--- src/rtl/t0_pkg.sv ---
package t0_pkg;
  localparam int HDR_BYTES = 5;
  localparam int HIDX_W    = $clog2(HDR_BYTES);
  localparam logic [7:0] NULL_PB = 8'h60;

  typedef enum logic [1:0] {
    ERR_NONE    = 2'd0,
    ERR_TIMEOUT = 2'd1,
    ERR_INVALID = 2'd2
  } err_e;

  typedef enum logic [2:0] {
    PB_NULL,
    PB_SW1,
    PB_ACK_ALL,
    PB_ACK_ONE,
    PB_BAD
  } pb_kind_e;

  typedef enum logic [2:0] {
    ST_IDLE,
    ST_FLUSH,
    ST_HDR,
    ST_PROC,
    ST_DTX,
    ST_DRX,
    ST_SW2
  } state_e;
endpackage

--- src/rtl/t0_pb_decode.sv ---
module t0_pb_decode
  import t0_pkg::*;
(
  input  logic [7:0] pb,
  input  logic [7:0] ins,
  output pb_kind_e   kind
);
  logic is_status;

  assign is_status = (pb[7:4] == 4'h6) || (pb[7:4] == 4'h9);

  always_comb begin
    if (pb == NULL_PB)        kind = PB_NULL;
    else if (is_status)       kind = PB_SW1;
    else if (pb == ins)       kind = PB_ACK_ALL;
    else if (pb == ~ins)      kind = PB_ACK_ONE;
    else                      kind = PB_BAD;
  end
endmodule

--- src/rtl/t0_xfer_cnt.sv ---
module t0_xfer_cnt #(
  parameter int LEN_W = 8
) (
  input  logic             clk,
  input  logic             rst_n,
  input  logic             load,
  input  logic [LEN_W-1:0] len,
  input  logic             step,
  output logic [LEN_W-1:0] idx,
  output logic             none_left,
  output logic             at_last
);
  logic [LEN_W-1:0] len_q, idx_q, idx_d, len_d;

  always_comb begin
    idx_d = idx_q;
    len_d = len_q;
    if (load) begin
      idx_d = '0;
      len_d = len;
    end else if (step) begin
      idx_d = idx_q + 1'b1;
    end
  end

  always_ff @(posedge clk or negedge rst_n) begin
    if (!rst_n) begin
      idx_q <= '0;
      len_q <= '0;
    end else begin
      idx_q <= idx_d;
      len_q <= len_d;
    end
  end

  assign idx       = idx_q;
  assign none_left = (idx_q == len_q);
  assign at_last   = ((idx_q + 1'b1) == len_q);
endmodule

--- src/rtl/t0_tpdu_seq.sv ---
module t0_tpdu_seq
  import t0_pkg::*;
#(
  parameter int LEN_W = 8
) (
  input  logic             clk,
  input  logic             rst_n,
  input  logic             start,
  input  logic             wr_dir,
  input  logic [39:0]      hdr,
  input  logic [LEN_W-1:0] len,
  output logic [7:0]       tx_data,
  output logic             tx_valid,
  input  logic             tx_ready,
  input  logic [7:0]       rx_data,
  input  logic             rx_valid,
  output logic             rx_en,
  output logic             rx_flush,
  input  logic             wt_expired,
  output logic [LEN_W-1:0] buf_addr,
  input  logic [7:0]       buf_rdata,
  output logic [7:0]       buf_wdata,
  output logic             buf_we,
  output logic             done,
  output logic [1:0]       err,
  output logic [15:0]      sw
);
  state_e                         state_q, state_d;
  logic [HDR_BYTES-1:0][7:0]      hdr_q, hdr_d;
  logic [HIDX_W-1:0]              hidx_q, hidx_d;
  logic                           dir_q, dir_d;
  logic                           one_q, one_d;
  logic [7:0]                     sw1_q, sw1_d;
  logic [15:0]                    sw_q, sw_d;
  err_e                           err_q, err_d;
  logic                           done_q, done_d;

  pb_kind_e         kind;
  logic             cnt_load, cnt_step, none_left, at_last;
  logic [LEN_W-1:0] idx;

  t0_pb_decode u_dec (
    .pb   (rx_data),
    .ins  (hdr_q[1]),
    .kind (kind)
  );

  t0_xfer_cnt #(.LEN_W(LEN_W)) u_cnt (
    .clk       (clk),
    .rst_n     (rst_n),
    .load      (cnt_load),
    .len       (len),
    .step      (cnt_step),
    .idx       (idx),
    .none_left (none_left),
    .at_last   (at_last)
  );

  always_comb begin
    state_d  = state_q;
    hdr_d    = hdr_q;
    hidx_d   = hidx_q;
    dir_d    = dir_q;
    one_d    = one_q;
    sw1_d    = sw1_q;
    sw_d     = sw_q;
    err_d    = err_q;
    done_d   = 1'b0;
    cnt_load = 1'b0;
    cnt_step = 1'b0;
    tx_valid = 1'b0;
    tx_data  = hdr_q[hidx_q];
    rx_en    = 1'b0;
    rx_flush = 1'b0;
    buf_we   = 1'b0;

    case (state_q)
      ST_IDLE: begin
        if (start) begin
          state_d  = ST_FLUSH;
          hdr_d    = hdr;
          dir_d    = wr_dir;
          hidx_d   = '0;
          err_d    = ERR_NONE;
          cnt_load = 1'b1;
        end
      end
      ST_FLUSH: begin
        rx_flush = 1'b1;
        state_d  = ST_HDR;
      end
      ST_HDR: begin
        tx_valid = 1'b1;
        if (tx_ready) begin
          if (hidx_q == HIDX_W'(HDR_BYTES - 1)) state_d = ST_PROC;
          else hidx_d = hidx_q + 1'b1;
        end
      end
      ST_PROC: begin
        rx_en = 1'b1;
        if (rx_valid) begin
          case (kind)
            PB_NULL: state_d = ST_PROC;
            PB_SW1: begin
              sw1_d   = rx_data;
              state_d = ST_SW2;
            end
            PB_ACK_ALL, PB_ACK_ONE: begin
              if (none_left) begin
                err_d   = ERR_INVALID;
                done_d  = 1'b1;
                state_d = ST_IDLE;
              end else begin
                one_d   = (kind == PB_ACK_ONE);
                state_d = dir_q ? ST_DTX : ST_DRX;
              end
            end
            default: begin
              err_d   = ERR_INVALID;
              done_d  = 1'b1;
              state_d = ST_IDLE;
            end
          endcase
        end else if (wt_expired) begin
          err_d   = ERR_TIMEOUT;
          done_d  = 1'b1;
          state_d = ST_IDLE;
        end
      end
      ST_DTX: begin
        tx_valid = 1'b1;
        tx_data  = buf_rdata;
        if (tx_ready) begin
          cnt_step = 1'b1;
          if (one_q || at_last) state_d = ST_PROC;
        end
      end
      ST_DRX: begin
        rx_en = 1'b1;
        if (rx_valid) begin
          buf_we   = 1'b1;
          cnt_step = 1'b1;
          if (one_q || at_last) state_d = ST_PROC;
        end else if (wt_expired) begin
          err_d   = ERR_TIMEOUT;
          done_d  = 1'b1;
          state_d = ST_IDLE;
        end
      end
      ST_SW2: begin
        rx_en = 1'b1;
        if (rx_valid) begin
          sw_d    = {sw1_q, rx_data};
          err_d   = ERR_NONE;
          done_d  = 1'b1;
          state_d = ST_IDLE;
        end else if (wt_expired) begin
          err_d   = ERR_TIMEOUT;
          done_d  = 1'b1;
          state_d = ST_IDLE;
        end
      end
      default: state_d = ST_IDLE;
    endcase
  end

  always_ff @(posedge clk or negedge rst_n) begin
    if (!rst_n) begin
      state_q <= ST_IDLE;
      hdr_q   <= '0;
      hidx_q  <= '0;
      dir_q   <= 1'b0;
      one_q   <= 1'b0;
      sw1_q   <= '0;
      sw_q    <= '0;
      err_q   <= ERR_NONE;
      done_q  <= 1'b0;
    end else begin
      state_q <= state_d;
      hdr_q   <= hdr_d;
      hidx_q  <= hidx_d;
      dir_q   <= dir_d;
      one_q   <= one_d;
      sw1_q   <= sw1_d;
      sw_q    <= sw_d;
      err_q   <= err_d;
      done_q  <= done_d;
    end
  end

  assign buf_addr  = idx;
  assign buf_wdata = rx_data;
  assign done      = done_q;
  assign err       = err_q;
  assign sw        = sw_q;
endmodule

--- config.mk ---
export PLATFORM = sky130hd
export DESIGN_NAME = t0_tpdu_seq
export DESIGN_NICKNAME = d
export VERILOG_FILES = /design/src/rtl/t0_pkg.sv /design/src/rtl/t0_pb_decode.sv /design/src/rtl/t0_xfer_cnt.sv /design/src/rtl/t0_tpdu_seq.sv
export SDC_FILE = /design/constraint.sdc
export NUM_CORES = 1
export LEC_CHECK = 0
export BUFFER_PORTS_ARGS = -buffer_cell sky130_fd_sc_hd__clkbuf_2
export CORE_UTILIZATION = 30
export CTS_BUF_LIST = sky130_fd_sc_hd__clkbuf_2 sky130_fd_sc_hd__clkbuf_4 sky130_fd_sc_hd__clkbuf_8
export CTS_CLUSTER_DIAMETER = 150
export DETAILED_ROUTE_END_ITERATION = 6
export PLACE_DENSITY = 0.5
export SETUP_SLACK_MARGIN = 0.3
export SYNTH_ARGS = -nofsm -noshare
export SYNTH_HDL_FRONTEND = slang
export SYNTH_SLANG_ARGS = --single-unit
--- constraint.sdc ---
create_clock -name clk -period 2.6 [get_ports clk]
set_clock_uncertainty 0.15 [all_clocks]
set_input_delay 0.13 -clock clk [delete_from_list [all_inputs] [get_ports clk]]
set_output_delay 0.13 -clock clk [all_outputs]
set_load 0.02 [all_outputs]
# Word level (Yosys, flattened, before mapping)
# Cells that the tools add are included.
# classes
n_bitwise	2
eq_ne	25
n_lt_le_gt_ge	1
n_reduce_logical	18
muxes	50
add_sub_neg	2
# op_table
op	count
$mux W3	17
$eq A8 B8 Y1	4
$mux W8	4
$bmux W8 S3	1
$pmux W3 S7	1
$mux W1	14
$eq A3 B2 Y1 const B	4
$eq A3 B3 Y1 const B	4
$mux W2	6
$ne A2 B2 Y1 const B	6
$reduce_and A4 Y1	3
$pmux W3 S3	1
$add A8 B1 Y8 const B	1
$eq A8 B7 Y1 const B	1
$not A8 Y8	1
$pmux W2 S4	1
$eq A3 B1 Y1 const B	2
$logic_not A3 Y1	2
$pmux W3 S2	1
$reduce_or A2 Y1	3
$reduce_and A5 Y1	1
$eq A4 B3 Y1 const B	1
$eq A4 B4 Y1 const B	1
$lt A3 B4 Y1 const B	1
other kinds (13)	17
# word_totals
in_bits	71
out_inout_bits	47
register_bits	91
elab_cells	113

# Depth between registers and ports, before layout
# depth
word_depth	11
mapped_depth	9
ltp_nobuf	8

# Cells and area by module
# A second synthesis with hierarchy kept.
# unflattened
cells_unflattened	484
hier_area_um2	4823.4
# by_module_without_submodules
mod	cells_per_inst	area_per_inst_um2	n_inst
t0_tpdu_seq	374	3683.5	1
t0_xfer_cnt	86	932.1	1
t0_pb_decode	24	207.7	1

# Least setup slack after synthesis
# Ideal clock, no wire load.
# synth_timing
path_type	flip-flop to flip-flop
from	reg u_cnt.idx_q[2] (netlist: u_cnt.idx[2])
to	reg state_q[2]
stages_incl_launch_ff	8
path_buffers	1
setup_time_ps	124
slack_ps	218
arrival_ps	2108
cell_sequence	dfrtp_1 -> buf_4 -> nand3_4 -> or3_1 -> a211o_1 -> a2111oi_2 -> nor2_1 -> a211o_1
# synth_via
elab_chain_len	6
# synth_rtl
item	line	rtl
start: declaration	t0_xfer_cnt.sv:13	logic [LEN_W-1:0] len_q, idx_q, idx_d, len_d;
start signal: assignment	t0_xfer_cnt.sv:31	idx_q <= idx_d;
$add A8 B1 Y8	t0_xfer_cnt.sv:38	assign at_last = ((idx_q + 1'b1) == len_q);
$eq A8 B8 Y1	t0_xfer_cnt.sv:38	
$logic_or A1 B1 Y1	t0_tpdu_seq.sv:135, t0_tpdu_seq.sv:143	
$mux W3	--	
$mux W3, on equally long branches	--	
$pmux W3 S7 *	t0_tpdu_seq.sv:77	case (state_q)
end signal: assignment	t0_tpdu_seq.sv:179	state_q <= state_d;
end: declaration	t0_tpdu_seq.sv:28	state_e state_q, state_d;
# Mark *: on every way between the ends. The rest lies on a longest branch, timed or not. The select of a mux whose other input is x is not followed.
# A chain may end at the register's enable or synchronous reset.

# Final worst setup path
# layout_timing
from	reg hidx_q[1]
to	out tx_data[5]
# layout_via
elab_chain_len	3
# layout_rtl
item	line	rtl
start: declaration	t0_tpdu_seq.sv:30	logic [HIDX_W-1:0] hidx_q, hidx_d;
start signal: assignment	t0_tpdu_seq.sv:181	hidx_q <= hidx_d;
$bmux W8 S3	t0_tpdu_seq.sv:72	tx_data = hdr_q[hidx_q];
$mux W8 (not written as such)	t0_tpdu_seq.sv:72	
$mux W8	t0_tpdu_seq.sv:77	
end: declaration	t0_tpdu_seq.sv:12	output logic [7:0] tx_data,
# No other way between the ends. The select of a mux whose other input is x is not followed.

==> flow_metrics.env <==
export IMPL_layout_nets=737
export IMPL_vias_per_cell=4.736
export IMPL_initial_core_util_pct=30.61
export IMPL_grt_setup_unrepaired="true"
export IMPL_synth_ff_type="dfrtp_1"
export IMPL_die_h_um=126.3
export IMPL_slew_viol_final=0
export IMPL_firstDrtPassIters=4
export IMPL_io_pins=118
export IMPL_critPathRequiredTime_ns=2.32
export IMPL_path_max_fanout=11
export IMPL_avgSynthCellArea_um2=9.422
export IMPL_setup_ws_ns=0.3367
export IMPL_clk_path_buf_depth=2
export IMPL_seq_power_share_pct=40.4
export IMPL_path_buf_inv=2
export IMPL_slew_headroom_pct=62.18
export IMPL_worstSetupStartpointType="flip-flop"
export IMPL_route_vias_total=4054
export IMPL_synth_edff_count=0
export IMPL_pre_cts_ws_ns=0.2011
export IMPL_cts_tree="built"
export IMPL_synth_commonest_cells="nand2_1 (173), dfrtp_1 (91), mux2_2 (24), clkbuf_1 (23), xnor2_1 (19)"
export IMPL_grt_use_total_pct=16.71
export IMPL_cts_root_buffer="clkbuf_8"
export IMPL_power_density_nw_per_um2=906.8
export IMPL_globalplace_congestion=0.8664
export IMPL_drtIter0Drc=165
export IMPL_max_cap_violations=0
export IMPL_grt_max_degree=55
export IMPL_grt_pass1_wl_um=20830
export IMPL_multi_input_area_um2=2202
export IMPL_io_buffers=117
export IMPL_setup_violations=0
export IMPL_overflow=0
export IMPL_synthCells=492
export IMPL_ys_types=52
export IMPL_fillers=1504
export IMPL_cts_buffers=9
export IMPL_arrival_ns=1.98
export IMPL_synth_top_cell_area_share_pct=49.12
export IMPL_worst_setup_path_type="reg2out"
export IMPL_synth_area_leaders="dfrtp_1 (49%), nand2_1 (14%), mux2_2 (5.8%)"
export IMPL_layout_area_seq_um2=2285
export IMPL_cp_slowest_cell="mux4_2"
export IMPL_p_clk_share_pct=16.3
export IMPL_timing_setup_tns_ns=0
export IMPL_cp_end_kind="output port"
export IMPL_clock_sinks=91
export IMPL_worst_pin_slew_ns=0.5629
export IMPL_post_drt_wl_per_cell_um=14.68
export IMPL_peakVddDrop_mv=0.3257
export IMPL_diodes=0
export IMPL_syn_num_nets=566
export IMPL_die_x_um=126.3
export IMPL_min_path_type="in2reg"
export IMPL_final_hold_violation_count=0
export IMPL_critPathMaxStageDelay_ns=0.51
export IMPL_clock_latency_ns=0.38
export IMPL_std_cell_rows=45
export IMPL_synth_most_common_cell="nand2_1"
export IMPL_pwr_share_comb_pct=43.3
export IMPL_fmax_ghz=0.4418
export IMPL_drt_wl_total_um=12570
export IMPL_drc=0
export IMPL_grt_pass1_vias=4119
export IMPL_ant_nets=0
export IMPL_switching_share_pct=40.08
export IMPL_run_status="complete, no violations"
export IMPL_antenna_found_initial=0
export IMPL_yosys_warnings=0
export IMPL_ys_seq_area_share_pct=49.12
export IMPL_path_clk_slew_ns=0.11
export IMPL_htree_levels=3
export IMPL_drive_gt1_share_pct=30.39
export IMPL_netlist_top_cell_by_area="dfrtp_1"
export IMPL_p_int_mw=3.427
export IMPL_p_sw_mw=2.292
export IMPL_path_delay_family="multiplexers"
export IMPL_min_period_over_period_pct=87.05
export IMPL_syn_area_um2=4636
export IMPL_dp_hpwl_um=8702
export IMPL_die_area_um2=15950
export IMPL_area_growth_pct=36.03
export IMPL_power_mw=5.719
export IMPL_synth_seq_cells=91
export IMPL_p_leak_nw=3.113
export IMPL_crit_chain="buf_12 > mux4_2 > a221oi_1 > a21oi_1 > clkbuf_2"
export IMPL_final_min_clock_period_ns=2.263
export IMPL_async_flop_share_pct=100.0
export IMPL_core_area_um2=15150
[worst min-delay path, stage by stage]
cell and delay, ns:
clkbuf_2 0.14, nand2_1 0.10, a31o_2 0.15, a31oi_1 0.04
[registers in the layout, indices dropped and copies added (netlist names)]
| register | flops |
|---|---|
| hdr_q | 40 |
| sw | 16 |
| sw1_q | 8 |
| u_cnt.idx | 8 |
| u_cnt.len_q | 8 |
| hidx_q | 3 |
| state_q | 3 |
| err | 2 |
| dir_q | 1 |
| done | 1 |
| one_q | 1 |
[cells in the final DEF (no fill, tap or decap), types with 3 or more instances in the layout]
master         synthesis  final
nand2_1              173    173
clkinvlp_4             0      4
buf_12                 0      3
a31oi_1                4      4
nor4_1                 3      3
clkbuf_2               0    116
a221oi_2               0      4
nor3_1                 7      7
buf_4                  9     13
dfrtp_2                0      6
nand4_1                8      8
nor2b_1                4      4
inv_1                 13     13
clkbuf_8               0     11
and2_1                 4      3
nor2_1                16     15
o21ai_0               16     16
a21oi_1               11     11
a221oi_1               7      3
mux4_2                 8      8
nand3_1                7      7
xor2_1                 5      5
dlygate4sd3_1          0     59
mux2_2                24     24
dfrtp_1               91     85
xnor2_1               19     19
[path summary, 6_finish.rpt]
check	from	to	slack [ns]	cells past startpoint
min	tx_ready	state_q[1]	0.06	4
min reg2reg	hdr_q[30]	hdr_q[30]	0.33	2
min in group asynchronous	rst_n	hidx_q[0]	0.13	2
max in group asynchronous	rst_n	hdr_q[2]	1.50	3
max	hidx_q[1]	tx_data[5]	0.34	5
max reg2reg	u_cnt.idx[1]	state_q[2]	0.44	6
[kinds of logic after synthesis]
kind of cell    Yosys count  synth area share [%]
compound gates           59                 8.853
buf+inv                  46                 4.453
simple gates            235                 21.81
mux                      33                 9.932
flops                    91                 49.12
xor+xnor                 25                 5.020
fa+ha+maj                 3                0.8098
[stage by stage]
| step | hold slack (ns) | instance area (µm²) | std cells | util [%] |
|---|---|---|---|---|
| final | 0.06028 | 6306 | 856 | 41.64 |
| after global routing | 0.07084 | 6306 | 856 | 41.64 |
| after CTS | 0.05023 | 6245 | 854 | 41.23 |
| after detailed placement | 0.005328 | 5418 | 776 | 35.77 |
| after global placement | -0.001393 | 5418 | 776 | 35.77 |
| after floorplan | -0.3156 | 4643 | 492 | - |
[cell type report]
cell class,count,share of cell area (%)
Clock buffer,11,2.401
Inverter,14,0.8929
Clock inverter,5,0.5754
Sequential cell,91,36.23
Timing Repair Buffer,192,21.25
Tap cell,188,3.730
Multi-Input combinational cell,355,34.92
[routing by layer]
metal	routed length [µm]	vias up	share of wire [%]	GRT usage [%]
met2	6327	82	50	28.40
met1	5628	1959	45	21.27
met5	0	-	0	0
met4	222	0	1.8	6.378
li1	-	1999	-	-
met3	391	14	3.1	2.868
[repair_timing]
action                                 4_1_cts  5_1_grt
hold buffers                                59        0
pin swaps                                    2        2
setup buffers                                3        2
endpoints found under the hold margin      101        0
gates cloned                                 0        0
setup endpoints to repair                    9       20
resized for setup                            6       10
[power groups by stage]
| stage | logic, mW | registers (mW) | clock network (mW) |
|---|---|---|---|
| after floorplan | 1.63 | 2.29 | 0 |
| after global placement | 2.32 | 2.32 | 0 |
| after detailed placement | 2.35 | 2.35 | 0 |
| after CTS | 2.48 | 2.32 | 0.954 |
| after global routing | 2.75 | 2.39 | 1.02 |
| final | 2.47 | 2.31 | 0.932 |
Power figures use the tool's default switching activity.
